<file path="config.mk">
export PLATFORM = sky130hd
export DESIGN_NAME = tpg_pixel_gen
export DESIGN_NICKNAME = d
export VERILOG_FILES = /design/src/rtl/tpg_pkg.sv /design/src/rtl/tpg_div.sv /design/src/rtl/tpg_ramp_acc.sv /design/src/rtl/tpg_pixel_gen.sv
export SDC_FILE = /design/constraint.sdc
export NUM_CORES = 1
export LEC_CHECK = 0
export ABC_AREA = 1
export BUFFER_PORTS_ARGS = -buffer_cell sky130_fd_sc_hd__buf_2
export CAP_MARGIN = 20
export CORE_MARGIN = 5
export CORE_UTILIZATION = 30
export DETAILED_ROUTE_END_ITERATION = 12
export PLACE_DENSITY = 0.54
export REMOVE_ABC_BUFFERS = 1
export SLEW_MARGIN = 5
export SYNTH_ARGS = -nofsm -noshare
export SYNTH_HDL_FRONTEND = slang
export SYNTH_SLANG_ARGS = --single-unit
</file>
<file path="constraint.sdc">
create_clock -name clk -period 11.7 [get_ports clk]
set_clock_uncertainty 0.2 [all_clocks]
set_input_delay 2.925 -clock clk [delete_from_list [all_inputs] [get_ports clk]]
set_output_delay 2.925 -clock clk [all_outputs]
set_load 0.05 [all_outputs]
</file>
<file path="src/rtl/tpg_pkg.sv">
package tpg_pkg;

  typedef enum logic [3:0] {
    PAT_CHECK  = 4'd0,
    PAT_WHITE  = 4'd1,
    PAT_BLACK  = 4'd2,
    PAT_RED    = 4'd3,
    PAT_GREEN  = 4'd4,
    PAT_BLUE   = 4'd5,
    PAT_HR_W   = 4'd6,
    PAT_HR_R   = 4'd7,
    PAT_HR_G   = 4'd8,
    PAT_HR_B   = 4'd9,
    PAT_VR_W   = 4'd10,
    PAT_VR_R   = 4'd11,
    PAT_VR_G   = 4'd12,
    PAT_VR_B   = 4'd13,
    PAT_CUSTOM = 4'd14,
    PAT_COMB   = 4'd15
  } pat_e;

  typedef struct packed {
    logic [7:0] r;
    logic [7:0] g;
    logic [7:0] b;
  } rgb_t;

  // one brightness byte spread on a tint: 0 white, 1 red, 2 green, 3 blue
  function automatic rgb_t tint(input logic [7:0] v, input logic [1:0] sel);
    rgb_t c;
    c.r = (sel == 2'd0 || sel == 2'd1) ? v : 8'h00;
    c.g = (sel == 2'd0 || sel == 2'd2) ? v : 8'h00;
    c.b = (sel == 2'd0 || sel == 2'd3) ? v : 8'h00;
    return c;
  endfunction

  // full-scale colour from three on/off bits {r,g,b}
  function automatic rgb_t prim(input logic [2:0] bits);
    rgb_t c;
    c.r = {8{bits[2]}};
    c.g = {8{bits[1]}};
    c.b = {8{bits[0]}};
    return c;
  endfunction

endpackage

</file>
<file path="src/rtl/tpg_div.sv">
// Serial restoring divider: num / den, restarted whenever an operand changes.
module tpg_div #(
  parameter int DW = 12,
  parameter int NW = 9
) (
  input  logic          clk,
  input  logic          rst,
  input  logic [NW-1:0] num,
  input  logic [DW-1:0] den,
  output logic [NW-1:0] quo,
  output logic [DW-1:0] rem
);
  localparam int CW = $clog2(NW + 1);
  localparam int XW = NW + DW + 1;

  logic [NW-1:0] lat_num, shreg, q_acc;
  logic [DW-1:0] lat_den;
  logic [DW:0]   r_acc, r_try;
  logic [CW-1:0] cnt;
  logic          busy, ready;

  always_comb r_try = {r_acc[DW-1:0], shreg[NW-1]};

  always_ff @(posedge clk) begin
    if (rst) begin
      lat_num <= '0;
      lat_den <= '0;
      shreg   <= '0;
      q_acc   <= '0;
      r_acc   <= '0;
      cnt     <= '0;
      busy    <= 1'b0;
      ready   <= 1'b0;
    end else if (num != lat_num || den != lat_den) begin
      lat_num <= num;
      lat_den <= den;
      shreg   <= num;
      q_acc   <= '0;
      r_acc   <= '0;
      cnt     <= CW'(NW);
      busy    <= 1'b1;
      ready   <= 1'b0;
    end else if (busy) begin
      if (r_try >= {1'b0, lat_den}) begin
        r_acc <= r_try - {1'b0, lat_den};
        q_acc <= {q_acc[NW-2:0], 1'b1};
      end else begin
        r_acc <= r_try;
        q_acc <= {q_acc[NW-2:0], 1'b0};
      end
      shreg <= {shreg[NW-2:0], 1'b0};
      cnt   <= cnt - 1'b1;
      if (cnt == CW'(1)) begin
        busy  <= 1'b0;
        ready <= 1'b1;
      end
    end
  end

  assign quo = q_acc;
  assign rem = r_acc[DW-1:0];

  // the step pair must reconstruct the ramp span exactly
  a_r4_div_exact: assert property (@(posedge clk) disable iff (rst)
    (ready && lat_den != '0) |->
      ((XW'(q_acc) * XW'(lat_den) + XW'(r_acc)) == XW'(lat_num)));

  a_r5_div_rem_bound: assert property (@(posedge clk) disable iff (rst)
    (ready && lat_den != '0) |-> (r_acc < {1'b0, lat_den}));

endmodule

</file>
<file path="src/rtl/tpg_ramp_acc.sv">
// Walks floor(pos * L / den) one position at a time using a precomputed step.
module tpg_ramp_acc #(
  parameter int PW = 12,
  parameter int NW = 9
) (
  input  logic          clk,
  input  logic          rst,
  input  logic          adv,
  input  logic          start,
  input  logic [NW-1:0] step_q,
  input  logic [PW-1:0] step_r,
  input  logic [PW-1:0] den,
  output logic [7:0]    level
);
  logic [NW:0]   nq, cur_q, nxt_q;
  logic [PW-1:0] nr, cur_r;
  logic [PW:0]   sum_r, nxt_r;
  logic [7:0]    held;
  logic          carry;

  always_comb begin
    cur_q = start ? '0 : nq;
    cur_r = start ? '0 : nr;
    sum_r = {1'b0, cur_r} + {1'b0, step_r};
    carry = sum_r >= {1'b0, den};
    nxt_r = carry ? (sum_r - {1'b0, den}) : sum_r;
    nxt_q = cur_q + {1'b0, step_q} + {{NW{1'b0}}, carry};
  end

  always_ff @(posedge clk) begin
    if (rst) begin
      nq   <= '0;
      nr   <= '0;
      held <= '0;
    end else if (adv) begin
      held <= cur_q[7:0];
      nq   <= nxt_q;
      nr   <= nxt_r[PW-1:0];
    end
  end

  assign level = adv ? cur_q[7:0] : held;

endmodule

</file>
<file path="src/rtl/tpg_pixel_gen.sv">
module tpg_pixel_gen #(
  parameter int PW = 12
) (
  input  logic          clk,
  input  logic          rst,
  input  logic          de_i,
  input  logic [PW-1:0] col_i,
  input  logic [PW-1:0] row_i,
  input  logic [PW-1:0] act_w,
  input  logic [PW-1:0] act_h,
  input  logic [3:0]    pat_i,
  input  logic          inv_i,
  input  logic          mode18_i,
  input  logic          chk_scale_i,
  input  logic          chk_custom_i,
  input  logic          bars_i,
  input  logic [7:0]    cust_r_i,
  input  logic [7:0]    cust_g_i,
  input  logic [7:0]    cust_b_i,
  output logic          de_o,
  output logic [23:0]   rgb_o
);
  import tpg_pkg::*;

  localparam int NW     = 9;
  localparam int NAXIS  = 2;
  localparam logic [NW-1:0] SPAN24 = NW'(256);
  localparam logic [NW-1:0] SPAN18 = NW'(64);

  logic [NW-1:0] span;
  logic [PW-1:0] den_a   [NAXIS];
  logic          adv_a   [NAXIS];
  logic          start_a [NAXIS];
  logic [NW-1:0] sq_a    [NAXIS];
  logic [PW-1:0] sr_a    [NAXIS];
  logic [7:0]    lvl_a   [NAXIS];

  assign span = mode18_i ? SPAN18 : SPAN24;

  // axis 0 walks along a line, axis 1 walks down the frame
  for (genvar g = 0; g < NAXIS; g++) begin : g_axis
    if (g == 0) begin : g_h
      assign den_a[g]   = act_w;
      assign adv_a[g]   = de_i;
      assign start_a[g] = (col_i == '0);
    end else begin : g_v
      assign den_a[g]   = act_h;
      assign adv_a[g]   = de_i && (col_i == '0);
      assign start_a[g] = (row_i == '0);
    end

    tpg_div #(.DW(PW), .NW(NW)) u_div (
      .clk (clk),
      .rst (rst),
      .num (span),
      .den (den_a[g]),
      .quo (sq_a[g]),
      .rem (sr_a[g])
    );

    tpg_ramp_acc #(.PW(PW), .NW(NW)) u_acc (
      .clk    (clk),
      .rst    (rst),
      .adv    (adv_a[g]),
      .start  (start_a[g]),
      .step_q (sq_a[g]),
      .step_r (sr_a[g]),
      .den    (den_a[g]),
      .level  (lvl_a[g])
    );
  end

  logic [7:0] bright_h, bright_v;
  logic [2:0] band;
  logic       dark_sq;
  logic [1:0] comb_idx;
  rgb_t       custom, pix, pix_x;
  logic [23:0] mask;

  always_comb begin
    bright_h = mode18_i ? {lvl_a[0][5:0], 2'b00} : lvl_a[0];
    bright_v = mode18_i ? {lvl_a[1][5:0], 2'b00} : lvl_a[1];
    band     = mode18_i ? lvl_a[0][5:3] : lvl_a[0][7:5];
    dark_sq  = chk_scale_i ? (col_i[3] ^ row_i[3]) : (col_i[0] ^ row_i[0]);
    comb_idx = chk_scale_i ? row_i[4:3] : row_i[1:0];
    custom   = '{r: cust_r_i, g: cust_g_i, b: cust_b_i};
    mask     = mode18_i ? 24'hFCFCFC : 24'hFFFFFF;

    if (bars_i) begin
      pix = prim({~band[1], ~band[2], ~band[0]});
    end else begin
      unique case (pat_e'(pat_i))
        PAT_WHITE:  pix = prim(3'b111);
        PAT_BLACK:  pix = prim(3'b000);
        PAT_RED:    pix = prim(3'b100);
        PAT_GREEN:  pix = prim(3'b010);
        PAT_BLUE:   pix = prim(3'b001);
        PAT_HR_W, PAT_HR_R, PAT_HR_G, PAT_HR_B:
          pix = tint(bright_h, pat_i[1:0] + 2'd2);
        PAT_VR_W, PAT_VR_R, PAT_VR_G, PAT_VR_B:
          pix = tint(bright_v, pat_i[1:0] + 2'd2);
        PAT_CUSTOM: pix = custom;
        PAT_CHECK:
          pix = dark_sq ? prim(3'b000) : (chk_custom_i ? custom : prim(3'b111));
        PAT_COMB: begin
          if (dark_sq) pix = prim(3'b000);
          else begin
            unique case (comb_idx)
              2'd0: pix = prim(3'b110);
              2'd1: pix = prim(3'b011);
              2'd2: pix = prim(3'b001);
              default: pix = prim(3'b100);
            endcase
          end
        end
        default: pix = prim(3'b000);
      endcase
    end

    pix_x = inv_i ? ~pix : pix;
  end

  always_ff @(posedge clk) begin
    if (rst) begin
      de_o  <= 1'b0;
      rgb_o <= '0;
    end else begin
      de_o  <= de_i;
      rgb_o <= de_i ? (pix_x & mask) : 24'h000000;
    end
  end

  a_r2_de_follow: assert property (@(posedge clk) disable iff (rst)
    de_i |=> de_o);

  a_r2_blank_zero: assert property (@(posedge clk) disable iff (rst)
    !de_i |=> (!de_o && rgb_o == 24'h000000));

  a_r6_low_bits: assert property (@(posedge clk) disable iff (rst)
    mode18_i |=> (rgb_o[17:16] == 2'b00 && rgb_o[9:8] == 2'b00 && rgb_o[1:0] == 2'b00));

endmodule

</file>
## After elaboration in Yosys (flattened, before gate mapping)

Index checks and enable logic that the tools add are counted.

- Equal/unequal tests: 26
- Add/sub/neg operators: 13
- Bitwise operators: 8
- Muxes and demuxes: 46
- Reduce and logical (&&, ||, !) cells: 18
- Order comparisons: 4

Operator list:

| cell | number |
|---|---|
| case mux 24 bit (10 select lines) | 1 |
| 2-to-1 mux 24 bit | 5 |
| 2-to-1 mux 8 bit | 10 |
| 2-to-1 mux 12 bit | 6 |
| case mux 24 bit (3 select lines) | 1 |
| >= comparator 13 x 12 -> 1 bit | 4 |
| subtractor 12 bit | 4 |
| 2-to-1 mux 9 bit | 5 |
| == test 4 bit (second input constant) | 8 |
| adder 12 x 12 -> 13 bit | 2 |
| AND 24 bit | 1 |
| zero test 12 bit | 2 |
| inequality test 12 bit | 2 |
| NOT 24 bit | 1 |
| adder 10 x 1 -> 10 bit | 2 |
| adder 10 x 9 -> 10 bit | 2 |
| 2-to-1 mux 10 bit | 2 |
| 2-to-1 mux 18 bit | 1 |
| inequality test 9 bit | 2 |
| == test 4 x 3 -> 1 bit (second input constant) | 4 |
| 2-to-1 mux 4 bit | 4 |
| == test 4 x 1 -> 1 bit (second input constant) | 3 |
| 2-to-1 mux 1 bit | 9 |
| == test 4 x 2 -> 1 bit (second input constant) | 2 |
| other kinds (15) | 32 |

- Word-level logic and storage cells: 139
- Output and inout bits: 25
- Register bits after elaboration: 197
- Input bits: 84

## Logic depth before layout (Yosys ltp)

- Depth after elaboration: 10
- Depth in mapped cells: 38
- Depth with buffers taken out: 35

## Modules after synthesis

A second synthesis with hierarchy kept.

- Cell total of the unflattened synthesis: 2,616
- Area, all modules: 15,854.0 um^2

By module, submodules not included:

| module | area an instance (um^2) | sequential area each (um^2) | cells each | times used |
|---|---|---|---|---|
| tpg_div (g_axis[1].u_div) | 3,345.7 | 1,121.1 | 545 | 1 |
| tpg_div (g_axis[0].u_div) | 3,273.1 | 1,121.1 | 507 | 1 |
| tpg_ramp_acc (g_axis[0].u_acc) | 3,150.5 | 560.5 | 480 | 1 |
| tpg_ramp_acc (g_axis[1].u_acc) | 3,091.7 | 560.5 | 480 | 1 |
| tpg_pixel_gen | 2,992.9 | 500.5 | 604 | 1 |

## Worst setup path before layout

No wires, ideal clock.

- Path type: input -> register
- Start: in row_i[5]
- End: reg g_axis[1].u_acc.nq[6]
- Stages: 34
- Setup time: 0.120 ns
- Buffers on the path: 2
- Data arrival time: 7.761 ns
- Path slack: 3.619 ns
- Required time: 11.380 ns
- Path through: nor2_1 and2_1 nand2_1 inv_1 clkbuf_1 nor2_1 ha_1 inv_1 fa_1 inv_1 nand3_1 nand2_1 nand2_1 o21ai_0 xor2_1 inv_1 ha_1 a21oi_1 nor2_1 nor2_1 nand3_1 nand3_1 nand2_1 nand2_1 nand2_1 buf_4 fa_1 fa_1 a31oi_1 nor2_1 o21a_1 nor2_1 xor2_1 a21oi_1

- Cells in the longest elaborated chain, start to end: 5
- Elaborated cells on any way between the ends: 7
- Classes of those cells: add/sub (3); order compare (1); mux (2); reduce/logical (1)

RTL lines:

| item | RTL line | text |
|---|---|---|
| start: declaration | tpg_pixel_gen.sv:8 | `input logic [PW-1:0] row_i,` |
| zero test 12 bit (*) | tpg_pixel_gen.sv:49 | `assign start_a[g] = (row_i == '0);` |
| 2-to-1 mux 12 bit | tpg_ramp_acc.sv:23 | `cur_r = start ? '0 : nr;` |
| adder 12 x 12 -> 13 bit | tpg_ramp_acc.sv:24 | `sum_r = {1'b0, cur_r} + {1'b0, step_r};` |
| >= comparator 13 x 12 -> 1 bit | tpg_ramp_acc.sv:25 | `carry = sum_r >= {1'b0, den};` |
| adder 10 x 1 -> 10 bit (*) | tpg_ramp_acc.sv:27 | `nxt_q = cur_q + {1'b0, step_q} + {{NW{1'b0}}, carry};` |
| end signal: assignment | tpg_ramp_acc.sv:37 | `nq <= nxt_q;` |
| end: declaration | tpg_ramp_acc.sv:15 | `logic [NW:0] nq, cur_q, nxt_q;` |

Mark *: on every way between the ends. The rest lies on a longest branch, timed or not.
A chain may end at the register's enable or synchronous reset.

## Worst setup path after layout

Same ends and word-level chain as after synthesis.

==> results.md <==
- Setup violators final: 0
- Die area: 45660 um2
- CP max stage cell: fa_1
- DRC viols: 0
- Ant diodes: 0
- Adder-Cell Fraction of Synth Area: 0.1086
- Power Density: just under 100 nW/um2
- Synth warn: 0
- Vias in the first global route: 11400
- Synth Area in Simple Gates: 0.3297
- HP Class: flip-flop to flip-flop
- Worst slew pin tran: 1.003 ns
- Starting Density: 0.3041
- Layout Cells excl Fill: 2537
- Core Util, Final: 0.3397
- Gr usage total: 0.1557
- Leak: about 6.6 nW
- Commonest non-fill, non-tap cell in the layout: nand2_1
- Buffers on Ports: 108
- Num CTS Buffers: 17
- Largest family of logic cells by synthesized area: simple AND/OR/NAND/NOR gates
- Slew headroom: 0.3295
- Core area: 40920 um2
- Main area contributors after synthesis: dfxtp_1 27%, nand2_1 14%, ha_1 9.2%
- Number of fill cells: 4562
- Multiplexer share of the synthesized area: 0
- Critical path peak fanout: 13
- Max-Cap Viols: 0
- Data required, critical path: 11.81 ns
- Commonest non-fill, non-tap cells in the layout: 448 x nand2_1, 236 x inv_1, 224 x nor2_1
- Clk slew on worst S/H paths: 0.08 ns
- Routed wire length: 35.83 mm
- Fmax: 112.7 MHz
- Total power: approximately 1.3 mW
- Post-detail-place hpwl: 28.00 mm
- Period minus WS final: 8.873 ns
- Placed Area: 13330 um2
- CP endpoint kind: flip-flop
- IO Pins: around 110
- Fin area: 13900 um2
- Root Driver: clkbuf_16
- Yosys top cell by area: dfxtp_1
- Period utilization: 0.7583
- Die X: ~210 um
- Hold Vio Cnt, Final: 0
- CTS max path bufs: 2
- CTS Sinks: 165
- Syn-to-layout area delta: 11.69%
- Pre-CTS setup slack: 2.377 ns
- CTS resizes: 0
- Setup TNS: 0 ns
- EDFF count, synth: 0
- Gr ovfl total: 0
- Worst hold slack: roughly 0.26 ns
- Total number of vias: 12230
- Arr. time, crit path: 8.99 ns
- Count of different cell masters after synthesis: 51
- Yosys top cell area share: 0.2654
- Share of cells above drive strength 1: 0.1042
- Post-layout net count: 2178
- Post-route ant nets: 0
- FFs w/ async S/R, synth: 0
- Dpl cells: 2505
- Largest net degree at the start of global routing: a little under 70
- RSZ-0062 raised after global routing: false
- Final Max Tran Viols: 0
- DR vias/cell: a little under 5
- XOR/XNOR Fraction of Synth Area: 0.05207
- Clock latency at the later pin of the worst-skew pair: ~0.45 ns
- Num rows: 74
- Placer Congestion: 0.9338
- Synthesized cell area: approximately 12000 um2
- Initial detailed-routing violation count: 818
- CP peak stage delay: 0.54 ns
- WL/cell: 14.12 um
- Die height: 213.7 um
- Critical path type: input port to flip-flop
- Status: finished clean
- TritonCTS clock tree: yes
- Yosys reg bits: 165
- CTS Hold Bufs: 0
- Pre-Repair DR Iteration Count: 5
- Initial antenna violation count: 0
- H-tree depth: 4
- Dominant synthesized flop cell: dfxtp_1
- Syn_area_per_cell: between 6 and 7 um2
- Mapped Cells: approximately 1900
- Sequential share of the synthesized area: 0.2654
- Setup bufs post-CTS: 0
- Final Worst Setup Slack: 2.827 ns
- Post-synthesis compound-gate area fraction: 0.1448
- Worst Setup Start Kind: input port
- First-pass GRT wire length: slightly below 60 mm
- Max VDD drop: 0.08939 mV
## worst max-delay path, delay by kind of cell
kind	cells	cell delay, ns
compound gates	5	0.91
xor+xnor	2	0.38
buf+inv	5	0.59
fa+ha+maj	5	1.93
simple gates	16	2.22
## metal layers
metal	vias up	GRT usage	part of all wire
met2	237	0.2577	0.47
met5	-	0	0
met1	5585	0.2139	0.48
met4	0	0.03794	0.013
li1	6378	-	-
met3	33	0.02487	0.040
## power breakdown
part / leakage [nW] / switching (mW) / internal (mW)
sequential: 1.35 / 0.00910 / 0.576
combinational: 5.00 / 0.141 / 0.0693
clock: 0.261 / 0.272 / 0.282
## flip-flops by register name, summed over array words and instances (netlist names)
signal and count:
g_axis.u_div.shreg 6, g_axis.u_div.lat_num 4, g_axis.u_div.cnt 8, g_axis.u_div.quo 16, g_axis.u_acc.nq 16, g_axis.u_div.r_acc 24, g_axis.u_acc.nr 24, g_axis.u_acc.held 16
rgb_o 24, g_axis.u_div.busy 2, g_axis.u_div.lat_den 24, de_o 1
## area by class of cell
cell class                      count  area, um2  area share
Clock buffer                       18      429.2     0.03087
Clock inverter                     14      138.9    0.009990
Inverter                          241      904.6     0.06507
Multi-Input combinational cell   1457       7905      0.5686
Sequential cell                   165       3303      0.2376
Tap cell                          532      665.6     0.04788
Timing Repair Buffer              110      555.5     0.03996
## cells in the mapped netlist (all sizes together) (25+ instances only)
cell type / n
dfxtp: 165
ha: 92
inv: 240
a21oi: 196
nor2: 235
clkbuf: 32
nand2: 454
xor2: 50
o21ai: 98
buf: 32
or2: 25
nand3: 177
## worst paths after layout
path	to	slack, ns	depth (start not counted)	start
setup / recovery	g_axis[1].u_acc.nq[6]	2.83	33	row_i[5]
hold / removal	g_axis[0].u_div.cnt[1]	0.26	2	g_axis[0].u_div.cnt[1]
setup reg to reg	g_axis[1].u_acc.nq[6]	5.85	29	g_axis[1].u_acc.nr[0]
hold reg to reg	g_axis[0].u_div.cnt[1]	0.26	2	g_axis[0].u_div.cnt[1]
## cells by family after synthesis
group	after synthesis
AO/OA/AOI/OAI	337
flip-flops	165
adder cells (fa/ha/maj)	102
XOR/XNOR	74
AND/OR/NAND/NOR	944
buffers and inverters	305
Note: power is estimated with default switching activity, not from simulation.
